$ cat src/rtl/tsg_pkg.sv
package tsg_pkg;
  localparam int T_COUNT = 6;
  localparam int ST_W    = 4;

  typedef enum logic [ST_W-1:0] {
    ST_T1   = 4'd0,
    ST_T2   = 4'd1,
    ST_T3   = 4'd2,
    ST_T4   = 4'd3,
    ST_T5   = 4'd4,
    ST_T6   = 4'd5,
    ST_WAIT = 4'd6,
    ST_HOLD = 4'd7,
    ST_HALT = 4'd8,
    ST_STOP = 4'd9
  } tstate_e;
endpackage

$ cat src/rtl/tsg_wait_gate.sv
module tsg_wait_gate (
  input  logic ready,
  input  logic idle_cyc,
  input  logic int_internal,
  output logic need_wait
);
  logic exempt;

  always_comb begin
    exempt    = idle_cyc | int_internal;
    need_wait = ~ready & ~exempt;
  end
endmodule

$ cat src/rtl/tsg_hold_ctrl.sv
module tsg_hold_ctrl
  import tsg_pkg::*;
(
  input  logic    clk,
  input  logic    rst,
  input  tstate_e state,
  input  logic    hold_req,
  output logic    hold_take,
  output logic    hlda
);
  logic safe_point;

  always_comb begin
    safe_point = (state == ST_T3) || (state == ST_T5);
    hold_take  = safe_point && hold_req;
  end

  always_ff @(posedge clk) begin
    if (rst) begin
      hlda <= 1'b0;
    end else begin
      if (hold_take) begin
        hlda <= 1'b1;
      end else if (state == ST_HOLD && !hold_req) begin
        hlda <= 1'b0;
      end else if (state == ST_HALT) begin
        hlda <= hold_req;
      end
    end
  end

  // acknowledge only rises after a safe point or while halted
  a_r6_hlda_rise: assert property (@(posedge clk) disable iff (rst)
    $rose(hlda) |-> $past(state == ST_T3 || state == ST_T5 || state == ST_HALT));

  // acknowledge only falls out of the hold or halt state
  a_r8_hlda_fall: assert property (@(posedge clk) disable iff (rst)
    $fell(hlda) |-> $past(state == ST_HOLD || state == ST_HALT));
endmodule

$ cat src/rtl/tsg_seq.sv
module tsg_seq
  import tsg_pkg::*;
(
  input  logic    clk,
  input  logic    rst,
  input  logic    is_m1,
  input  logic    long_m1,
  input  logic    need_wait,
  input  logic    hold_req,
  input  logic    hold_take,
  input  logic    hlda,
  input  logic    halt_instr,
  input  logic    int_pending,
  output tstate_e state
);
  tstate_e next_st;
  tstate_e end_st;
  logic    grant;

  always_comb begin
    grant  = hlda | hold_take;
    end_st = grant ? ST_HOLD : ST_T1;
    case (state)
      ST_T1:   next_st = (halt_instr && !int_pending) ? ST_HALT : ST_T2;
      ST_T2:   next_st = need_wait ? ST_WAIT : ST_T3;
      ST_WAIT: next_st = need_wait ? ST_WAIT : ST_T3;
      ST_T3:   next_st = is_m1 ? ST_T4 : end_st;
      ST_T4:   next_st = long_m1 ? ST_T5 : end_st;
      ST_T5:   next_st = ST_T6;
      ST_T6:   next_st = end_st;
      ST_HOLD: next_st = hold_req ? ST_HOLD : ST_T1;
      ST_HALT: next_st = (!hold_req && int_pending) ? ST_T1 : ST_HALT;
      ST_STOP: next_st = ST_T1;
      default: next_st = ST_STOP;
    endcase
  end

  always_ff @(posedge clk) begin
    if (rst) state <= ST_STOP;
    else     state <= next_st;
  end

  // a wait state is only reached from T2 or another wait state
  a_r3_wait_source: assert property (@(posedge clk) disable iff (rst)
    (state == ST_WAIT) |-> $past(state == ST_T2 || state == ST_WAIT));

  // T4 only after T3 of an M1 cycle
  a_r5_t4_in_m1: assert property (@(posedge clk) disable iff (rst)
    (state == ST_T4) |-> $past(state == ST_T3 && is_m1));

  // halt instruction at T1 without interrupt stops the sequence
  a_r9_halt_entry: assert property (@(posedge clk) disable iff (rst)
    (state == ST_T1 && halt_instr && !int_pending) |=> (state == ST_HALT));

  // interrupt without hold leaves the halt through T1
  a_r10_halt_exit: assert property (@(posedge clk) disable iff (rst)
    (state == ST_HALT && int_pending && !hold_req) |=> (state == ST_T1));
endmodule

$ cat src/rtl/tstate_gen.sv
module tstate_gen
  import tsg_pkg::*;
(
  input  logic               clk,
  input  logic               rst,
  input  logic               is_m1,
  input  logic               long_m1,
  input  logic               ready,
  input  logic               idle_cyc,
  input  logic               int_internal,
  input  logic               hold_req,
  input  logic               halt_instr,
  input  logic               int_pending,
  output logic [T_COUNT-1:0] t_state,
  output logic               wait_st,
  output logic               halt_st,
  output logic               hlda,
  output logic               bus_en
);
  tstate_e state;
  logic    need_wait;
  logic    hold_take;

  tsg_wait_gate u_wait (
    .ready        (ready),
    .idle_cyc     (idle_cyc),
    .int_internal (int_internal),
    .need_wait    (need_wait)
  );

  tsg_hold_ctrl u_hold (
    .clk       (clk),
    .rst       (rst),
    .state     (state),
    .hold_req  (hold_req),
    .hold_take (hold_take),
    .hlda      (hlda)
  );

  tsg_seq u_seq (
    .clk         (clk),
    .rst         (rst),
    .is_m1       (is_m1),
    .long_m1     (long_m1),
    .need_wait   (need_wait),
    .hold_req    (hold_req),
    .hold_take   (hold_take),
    .hlda        (hlda),
    .halt_instr  (halt_instr),
    .int_pending (int_pending),
    .state       (state)
  );

  for (genvar i = 0; i < T_COUNT; i++) begin : g_tdec
    assign t_state[i] = (state == tstate_e'(ST_W'(i)));
  end

  assign wait_st = (state == ST_WAIT);
  assign halt_st = (state == ST_HALT) || (state == ST_STOP);
  assign bus_en  = ~(halt_st | hlda);

  // never more than one T state at a time
  a_r2_onehot: assert property (@(posedge clk) disable iff (rst)
    $onehot0({t_state, wait_st}));

  // exempt cycles never wait
  a_r4_no_wait_exempt: assert property (@(posedge clk) disable iff (rst)
    (t_state[1] && (idle_cyc || int_internal)) |=> !wait_st);

  // during hold acknowledge no new T1 is started from a cycle end
  a_r7_no_t1_in_hold: assert property (@(posedge clk) disable iff (rst)
    (hlda && $past(hlda) && !$past(halt_st)) |-> !t_state[0]);
endmodule

$ cat config.mk
export PLATFORM = sky130hd
export DESIGN_NAME = tstate_gen
export DESIGN_NICKNAME = d
export VERILOG_FILES = /design/src/rtl/tsg_pkg.sv /design/src/rtl/tsg_wait_gate.sv /design/src/rtl/tsg_hold_ctrl.sv /design/src/rtl/tsg_seq.sv /design/src/rtl/tstate_gen.sv
export SDC_FILE = /design/constraint.sdc
export NUM_CORES = 1
export LEC_CHECK = 0
export BUFFER_PORTS_ARGS = -buffer_cell sky130_fd_sc_hd__buf_2
export CAP_MARGIN = 25
export CELL_PAD_IN_SITES_DETAIL_PLACEMENT = 0
export CELL_PAD_IN_SITES_GLOBAL_PLACEMENT = 1
export CORE_UTILIZATION = 33
export CTS_BUF_LIST = sky130_fd_sc_hd__clkbuf_2
export DETAILED_ROUTE_END_ITERATION = 10
export PLACE_DENSITY_LB_ADDON = 0.1
export SYNTH_ARGS = -nofsm -noshare
export SYNTH_HDL_FRONTEND = slang
export SYNTH_SLANG_ARGS = --single-unit
$ cat constraint.sdc
create_clock -name clk -period 1.6 [get_ports clk]
set_input_delay 0.16 -clock clk [delete_from_list [all_inputs] [get_ports clk]]
set_output_delay 0.16 -clock clk [all_outputs]
set_load 0.01 [all_outputs]
==> results of run 1 <==
[worst max-delay path, cell delays in order (launching register included)]
cell     delay (ns)
dfxtp_1        0.35
buf_4          0.18
nor4_2         0.37
buf_2          0.20
[flip-flops by register name, summed over array words and instances, names as in the netlist]
register,count
u_hold.hlda,1
u_seq.state,4
[cells in the final DEF (no fill, tap or decap), drive strengths merged]
master,instances
o211a,1
a31oi,3
o211ai,1
clkbuf,4
or2,2
o2111ai,1
nor4,2
a21oi,5
a22oi,1
nor3,3
nor4b,1
buf,20
nor3b,1
dfxtp,5
xor2,1
nand3,1
o21ai,3
a211o,1
mux2i,1
nor2,8
nor2b,1
nand2b,3
inv,4
and3,2
a21o,1
nand2,5
[final timing paths]
path,to,slack [ns],depth (start not counted),from
hold reg to reg,u_seq.state[2]$_SDFF_PP0_,0.65,3,u_seq.state[3]$_SDFF_PP1_
setup / recovery,t_state[0],0.13,3,u_seq.state[3]$_SDFF_PP1_
hold / removal,u_hold.hlda$_SDFFE_PP0P_,0.19,3,rst
setup reg to reg,u_seq.state[1]$_SDFF_PP0_,0.31,4,u_seq.state[0]$_SDFF_PP1_
[metal layers]
layer,part of all wire,vias to the layer above,GRT usage
met2,0.42,17,0.225
li1,-,257,-
met5,0,-,0
met4,0.0054,0,0.0776
met3,0.047,2,0.0341
met1,0.52,212,0.226
[cell families after synthesis]
family	Yosys count	share of synthesized area
flip-flops	5	0.215
XOR/XNOR	1	0.0350
AO/OA/AOI/OAI	17	0.242
buffers and inverters	8	0.121
multiplexers	1	0.0215
AND/OR/NAND/NOR	29	0.366
[through the flow]
step / setup slack, ns / instance area (um2) / utilization
global route: 0.0498 / 568 / 0.437
detailed placement: 0.227 / 546 / 0.419
global placement: 0.237 / 546 / 0.419
CTS: 0.0164 / 566 / 0.435
finish: 0.126 / 568 / 0.437
floorplan: 0.414 / 465 / -
[power groups by stage]
stage	sequential, mW	clock [mW]	combinational (mW)
global placement	0.184	0	0.169
detailed placement	0.183	0	0.167
floorplan	0.160	0	0.145
global route	0.184	0.130	0.189
CTS	0.180	0.125	0.168
finish	0.180	0.124	0.167
[what timing repair did]
action                                  in CTS  in global routing
hold buffers                                 0                  0
resized for setup                            0                  2
endpoints found under the hold margin        0                  0
endpoints found under the setup margin       0                  2
setup buffers                                0                  0
[layout make-up]
cell class,instances,area (um2),area share
clock buffers,4,20.0,0.0352
inverters,4,15.0,0.0264
multi-input cells,48,309,0.544
well taps,15,18.8,0.0330
flip-flops and latches,5,103,0.181
repair buffers,20,103,0.181
==> impl_results.md, run 1 <==
* Synthesized flop and latch total at 5
* VDD IR max at 493 uV
* EDFF count, synth at 0
* Clock tree buffer depth at 2
* Total power at 0.471 mW
* Most instantiated cells after synthesis: nor2_1, dfxtp_1, nand2_1
* Final ANT Viol Nets at 0
* Area leader, netlist: dfxtp_1
* Std-Cell Rows at 13
* Gate power share at 0.354
* DIE HEIGHT at 39.6 um
* Vias in the first global route at 394
* Total of max-cap violations at 0
* TritonRoute pass-1 iters at 4
* Post-synthesis cell type count at 31
* Initial antenna violation count at 0
* Prevailing post-synth register cell: dfxtp_1
* Net Switching at 0.182 mW
* Final min period at 1.47 ns
* Final Hold Fails at 0
* Residual DRC at 0
* GRT Total Usage at 0.160
* Starting DRT DRC Count at 10
* I/O pin count at 20
* RSZ-0062 raised after global routing: false
* Switch share at 0.387
* Max-slew violations at 0
* Num CTS Buffers at 3
* Outcome: complete, no violations
* Internal power at 0.289 mW
* Setup Skew at 0.00178 ns
* Ys Warns at 0
* CORE AREA at 0.00130 mm2
* Syn Area/Cell at 7.63 um2
* Leak at 0.283 nW
* Setup_tns at 0 ns
* Die Area at 0.00156 mm2
* Root Buffer: clkbuf_2
* Clock power frac at 0.263
* # placed instances at 92
* CTS Sinks at 5
* Skew-Pair Late Insertion Delay at 0.22 ns
* # nets final at 92
* Reg power frac at 0.383
* Chip width at 39.6 um
* Most frequent cell after synthesis: nor2_1
* Via density per instance at 5.08
* Gate Count Post-Synth at 61
* Worst Path Class, Setup: flip-flop to output port
* Syn nets at 71
* Share of flip-flops with an asynchronous set or reset at 0
* Minimum hold slack at 0.195 ns
* Largest net degree at the start of global routing at 16
* Global route total overflow at 0
* Synth area leaders: dfxtp_1, buf_6, nor2_1
* Hold crit path type: input pin to flip-flop
* Maximum clock rate at 678 MHz
* Pwr/cell area at 828 mW/mm2
* Global placer's final weighted congestion at 0.736
* Arr. time, crit path at 1.31 ns
* Worst slew margin at 0.695
* Share of cells above drive strength 1 at 0.420
* Initial core utilization at 0.358
* Worst setup EP type: output port
* Setup violators final at 0
* First-pass GRT wire length at 1660 um
* DP HPWL at 842 um
* Critical Path RT at 1.44 ns
* Crit start category: flip-flop
* CTS tree: done
* Filler Cell Count at 154
* Final Non-Filler Cells at 96
* PortBufs at 19
* Top cell type's share of synthesized area at 0.215
* Sequential area share after synthesis at 0.215
* Vias at 488
* DR WL/cell at 11.7 um
* Post-Synthesis Cell Area at 465 um2
* CP max FO at 6
* Clock slew at reported path FFs at 0.07 ns
* # diodes at 0
* Area growth syn-to-layout at 22.0%
* H-tree level count at 1
* Total wire length at 1120 um
* Slew of the pin with the lowest slew margin at 0.457 ns
* Period utilization at 0.921
(Power assumes the default switching activity.)
==> run 2: changes to the inputs <==
--- a/config.mk
+++ b/config.mk
@@ -5,14 +5,15 @@
 export SDC_FILE = /design/constraint.sdc
 export NUM_CORES = 1
 export LEC_CHECK = 0
-export BUFFER_PORTS_ARGS = -buffer_cell sky130_fd_sc_hd__buf_2
 export CAP_MARGIN = 25
 export CELL_PAD_IN_SITES_DETAIL_PLACEMENT = 0
 export CELL_PAD_IN_SITES_GLOBAL_PLACEMENT = 1
-export CORE_UTILIZATION = 33
+export CORE_UTILIZATION = 35
 export CTS_BUF_LIST = sky130_fd_sc_hd__clkbuf_2
 export DETAILED_ROUTE_END_ITERATION = 10
+export DONT_BUFFER_PORTS = 1
 export PLACE_DENSITY_LB_ADDON = 0.1
+export REMOVE_ABC_BUFFERS = 1
 export SYNTH_ARGS = -nofsm -noshare
 export SYNTH_HDL_FRONTEND = slang
 export SYNTH_SLANG_ARGS = --single-unit
==> impl_results.md, run 2 (same netlist as run 1, synthesis figures left out) <==
* Clock power frac at 0.273
* Initial core utilization at 0.397
* Max-slew violations at 0
* First-pass GRT wire length at 1780 um
* Outcome: complete, no violations
* Total wire length at 1010 um
* Residual DRC at 0
* Setup_tns at 0 ns
* DIE HEIGHT at 38.5 um
* Global placer's final weighted congestion at 0.719
* CORE AREA at 0.00117 mm2
* Total of max-cap violations at 0
* Crit start category: flip-flop
* Leak at 0.207 nW
* DP HPWL at 719 um
* Biggest regs: u_seq.state: 4 flops, u_hold.hlda: 1 flops
* Clock slew at reported path FFs at 0.06 ns
* Most frequent cells in the layout: nor2_1, nand2_1, a21oi_1, clkbuf_2
* Hold crit path type: input pin to flip-flop
* Number of flip-flops in the largest register at 4
* Worst slew margin at 0.696
* Setup Skew at 0.00823 ns
* Via density per instance at 5.79
* Grt met1 use at 0.238
* Initial antenna violation count at 0
* Std-Cell Rows at 12
* Starting DRT DRC Count at 7
* Net Switching at 0.166 mW
* H-tree level count at 1
* Final instance area at 487 um2
* RSZ-0062 raised after global routing: false
* PortBufs at 0
* TritonRoute pass-1 iters at 4
* Biggest register: u_seq.state
* I/O pin count at 20
* CP max FO at 13
* Vias at 452
* Switch share at 0.379
* Chip width at 38.5 um
* DR WL/cell at 12.9 um
* # nets final at 75
* Hold bufs inserted after CTS at 0
* Final min period at 1.44 ns
* Worst setup EP type: output port
* Setup violators final at 0
* Global route total overflow at 0
* Period utilization at 0.899
* Setup Fix Bufs, Post-CTS at 0
* Arr. time, crit path at 1.28 ns
* Minimum hold slack at 0.0973 ns
* Slew of the pin with the lowest slew margin at 0.456 ns
* Largest net degree at the start of global routing at 16
* CTS tree: done
* GRT busiest layer: met2
* M3 GR Usage at 0.0814
* Clock tree buffer depth at 2
* Most common cell after layout, fill and taps aside: nor2_1
* Area growth syn-to-layout at 4.57%
* Final Hold Fails at 0
* Area after DPL at 464 um2
* VDD IR max at 521 uV
* Reg power frac at 0.433
* Critical Path RT at 1.44 ns
* Internal power at 0.272 mW
* Final Non-Filler Cells at 78
* Filler Cell Count at 126
* Final ANT Viol Nets at 0
* Pwr/cell area at 899 mW/mm2
* M2 GR Usage at 0.254
* # diodes at 0
* GRT Total Usage at 0.182
* Root Buffer: clkbuf_2
* # placed instances at 74
* Gate power share at 0.295
* Maximum clock rate at 695 MHz
* Num CTS Buffers at 3
* Share of cells above drive strength 1 at 0.266
* Skew-Pair Late Insertion Delay at 0.23 ns
* Worst Path Class, Setup: flip-flop to output port
* Vias in the first global route at 398
* CTS Sinks at 5
* Die Area at 0.00148 mm2
-- run 2: cell types whose count changed in the layout (fill, tap and decap cells not counted) --
cell,delta
buf_2,-19
buf_4,+2
-- run 2: what timing repair did --
action,CTS,global route
gates resized for setup,0,2
endpoints found under the hold margin,0,0
endpoints found under the setup margin,0,5
-- run 2: layout make-up --
| class | count | area [um2] | area share |
|---|---|---|---|
| multi-input combinational | 48 | 309 | 0.635 |
| clock buffer | 4 | 20.0 | 0.0411 |
| inverter | 4 | 15.0 | 0.0308 |
| sequential | 5 | 103 | 0.211 |
| tap | 14 | 17.5 | 0.0360 |
| timing repair buffer | 3 | 22.5 | 0.0463 |
-- run 2: stage by stage --
stage / power [mW] / setup slack [ns] / util
CTS: 0.440 / 0.0342 / 0.413
global placement: 0.324 / 0.175 / 0.396
global route: 0.474 / 0.0413 / 0.416
finish: 0.438 / 0.162 / 0.416
floorplan: 0.284 / 0.288 / -
detailed placement: 0.321 / 0.176 / 0.396
-- run 2: power groups by stage --
stage | clock network [mW] | registers (mW) | logic [mW]
floorplan | 0 | 0.178 | 0.106
global placement | 0 | 0.192 | 0.132
detailed placement | 0 | 0.190 | 0.130
CTS | 0.122 | 0.188 | 0.131
global route | 0.130 | 0.196 | 0.148
finish | 0.119 | 0.189 | 0.129
-- run 2: path summary, 6_finish.rpt --
| kind | endpoint | cells past startpoint | from | slack, ns |
|---|---|---|---|---|
| max reg2reg | u_hold.hlda$_SDFFE_PP0P_ | 3 | u_seq.state[3]$_SDFF_PP1_ | 0.26 |
| min reg2reg | u_seq.state[1]$_SDFF_PP0_ | 2 | u_seq.state[1]$_SDFF_PP0_ | 0.67 |
| max | t_state[1] | 2 | u_seq.state[0]$_SDFF_PP1_ | 0.16 |
| min | u_hold.hlda$_SDFFE_PP0P_ | 1 | hold_req | 0.1 |
-- run 2: critical path, cell delays in order (launching register included) --
cell and delay, ns:
dfxtp_1 0.60, nand2b_1 0.16, nor3_1 0.30
-- run 2: routing by layer --
layer,up-vias,wire [um]
met1,207,453
met4,0,11
li1,221,-
met5,-,0
met3,2,110
met2,22,431
==> run 3: changes to the inputs <==
==> constraint.sdc (replaced) <==
create_clock -name clk -period 1.6 [get_ports clk]
set_input_delay 0.16 -clock clk [delete_from_list [all_inputs] [get_ports clk]]
set_output_delay 0.16 -clock clk [all_outputs]
set_load 0.005 [all_outputs]
==> impl_results.md, run 3 (same netlist as run 1, synthesis figures left out) <==
* Chip width at 38.5 um
* Largest net degree at the start of global routing at 14
* Max incr delay on CP at 0.68 ns
* # diodes at 0
* Setup Skew at 0.00446 ns
* Starting DRT DRC Count at 7
* Final min period at 1.45 ns
* Vias at 417
* Clock slew at reported path FFs at 0.06 ns
* Worst Path Class, Setup: flip-flop to output port
* Hold path startpoint: hold_req
* First-pass GRT wire length at 1640 um
* CP max FO at 13
* Final Non-Filler Cells at 76
* Area growth syn-to-layout at 0.807%
* I/O pin count at 20
* Reg power frac at 0.434
* Net Switching at 0.157 mW
* Slew of the pin with the lowest slew margin at 0.571 ns
* Final ANT Viol Nets at 0
* VDD IR max at 545 uV
* CTS tree: done
* Worst slew margin at 0.619
* Initial core utilization at 0.397
* Place WS at 0.227 ns
* TritonRoute pass-1 iters at 3
* Leak at 0.196 nW
* Clock power frac at 0.279
* Most common cell after layout, fill and taps aside: nor2_1
* Outcome: complete, no violations
* Post-route setup slack at 0.150 ns
* Skew-Pair Late Insertion Delay at 0.22 ns
* R2R depth at 4
* CP max stage cell: dfxtp_1
* Most frequent cells in the layout: nor2_1, nand2_1, dfxtp_1
* Maximum clock rate at 690 MHz
* Root Buffer: clkbuf_2
* Biggest register: u_seq.state
* # placed instances at 72
* Biggest regs: u_seq.state: 4 flops, u_hold.hlda: 1 flops
* Number of flip-flops in the largest register at 4
* Total wire length at 1050 um
* Pwr/cell area at 898 mW/mm2
* CTS Sinks at 5
* Stages on worst setup path at 2
* Hold bufs inserted after CTS at 0
* Switch share at 0.374
* DR WL/cell at 13.8 um
* Metal2 WL at 461 um
* CORE AREA at 0.00117 mm2
* Final Hold Fails at 0
* Arr. time, crit path at 1.29 ns
* # nets final at 73
* Reg2Reg Setup Slack at 0.21 ns
* Std-Cell Rows at 12
* GRT Total Usage at 0.169
* Gate power share at 0.287
* Met3 routed WL at 77 um
* Die Area at 0.00148 mm2
* Critical Path RT at 1.44 ns
* PortBufs at 0
* Max-slew violations at 0
* Sink of the worst hold path: u_hold.hlda$_SDFFE_PP0P_
* DIE HEIGHT at 38.5 um
* Total of max-cap violations at 0
* Period utilization at 0.906
* Internal power at 0.264 mW
* Filler Cell Count at 128
* H-tree level count at 1
* Global route total overflow at 0
* Share of cells above drive strength 1 at 0.210
* Reg2Reg Launch Point: u_seq.state[2]$_SDFF_PP0_
* Worst Path Buf+Inv at 0
* Hold crit path type: input pin to flip-flop
* Setup Fix Bufs, Post-CTS at 0
* Worst R2R End: u_seq.state[2]$_SDFF_PP0_
* Hold Path Cell Cnt at 1
* Setup_tns at 0 ns
* RSZ-0062 raised after global routing: false
* # resized after CTS at 0
* Clock tree buffer depth at 2
* Total power at 0.421 mW
* Global placer's final weighted congestion at 0.722
* Worst setup EP type: output port
* DP HPWL at 792 um
* Crit start category: flip-flop
* Num CTS Buffers at 3
* Setup violators final at 0
* Residual DRC at 0
* DR top layer: met3
* Vias in the first global route at 374
* Final instance area at 469 um2
* Critical-path cell list: nand2_1 -> nor3_1
* Via density per instance at 5.49
* CP delay by family, top: flip-flops
* Initial antenna violation count at 0
* Met1 Wirelength at 510 um
* Area after DPL at 449 um2
-- run 3: changes by cell type in the layout (fill, tap and decap cells not counted), sizes merged --
cell,change
buf,-2
-- run 3: power by group through the flow --
stage	Sequential, mW	Combinational [mW]	Clock (mW)
3_5_place_dp	0.185	0.121	0
4_1_cts	0.182	0.122	0.121
5_1_grt	0.188	0.136	0.128
2_1_floorplan	0.177	0.0978	0
6_report	0.183	0.121	0.118
3_3_place_gp	0.186	0.122	0
-- run 3: worst max path at each step --
stage | endpoint | slack [ns] | startpoint
detailed placement | u_seq.state[2]$_SDFF_PP0_ | 0.23 | u_seq.state[2]$_SDFF_PP0_
global route | t_state[4] | 0.06 | u_seq.state[2]$_SDFF_PP0_
floorplan | u_seq.state[2]$_SDFF_PP0_ | 0.35 | u_seq.state[2]$_SDFF_PP0_
CTS | t_state[4] | 0.15 | u_seq.state[2]$_SDFF_PP0_
global placement | u_seq.state[2]$_SDFF_PP0_ | 0.24 | u_seq.state[2]$_SDFF_PP0_
finish | t_state[4] | 0.15 | u_seq.state[2]$_SDFF_PP0_
-- run 3: metal layers --
layer	track usage	vias to the layer above
li1	-	218
met1	0.206	183
met2	0.267	16
met3	0.105	0
met4	0	0
met5	0	-
-- run 3: area by class of cell --
cell class              instances  area, um2  area share
multi-input cells              48        309       0.659
flip-flops and latches          5        100       0.213
well taps                      14       17.5      0.0373
inverters                       4       15.0      0.0320
repair buffers                  1       7.51      0.0160
clock buffers                   4       20.0      0.0427
-- run 3: worst reg2reg max path, cell delays in order (launching register included) --
cell and delay (ns):
dfxtp_1 0.68, nor2_1 0.11, and3_1 0.23, a22oi_1 0.16
a31oi_1 0.10
-- run 3: per-stage QoR --
stage | hold WS, ns | utilization
detailed placement | 0.322 | 0.384
CTS | 0.0869 | 0.401
finish | 0.0910 | 0.401
global placement | 0.319 | 0.384
floorplan | 0.316 | -
global route | 0.0752 | 0.401
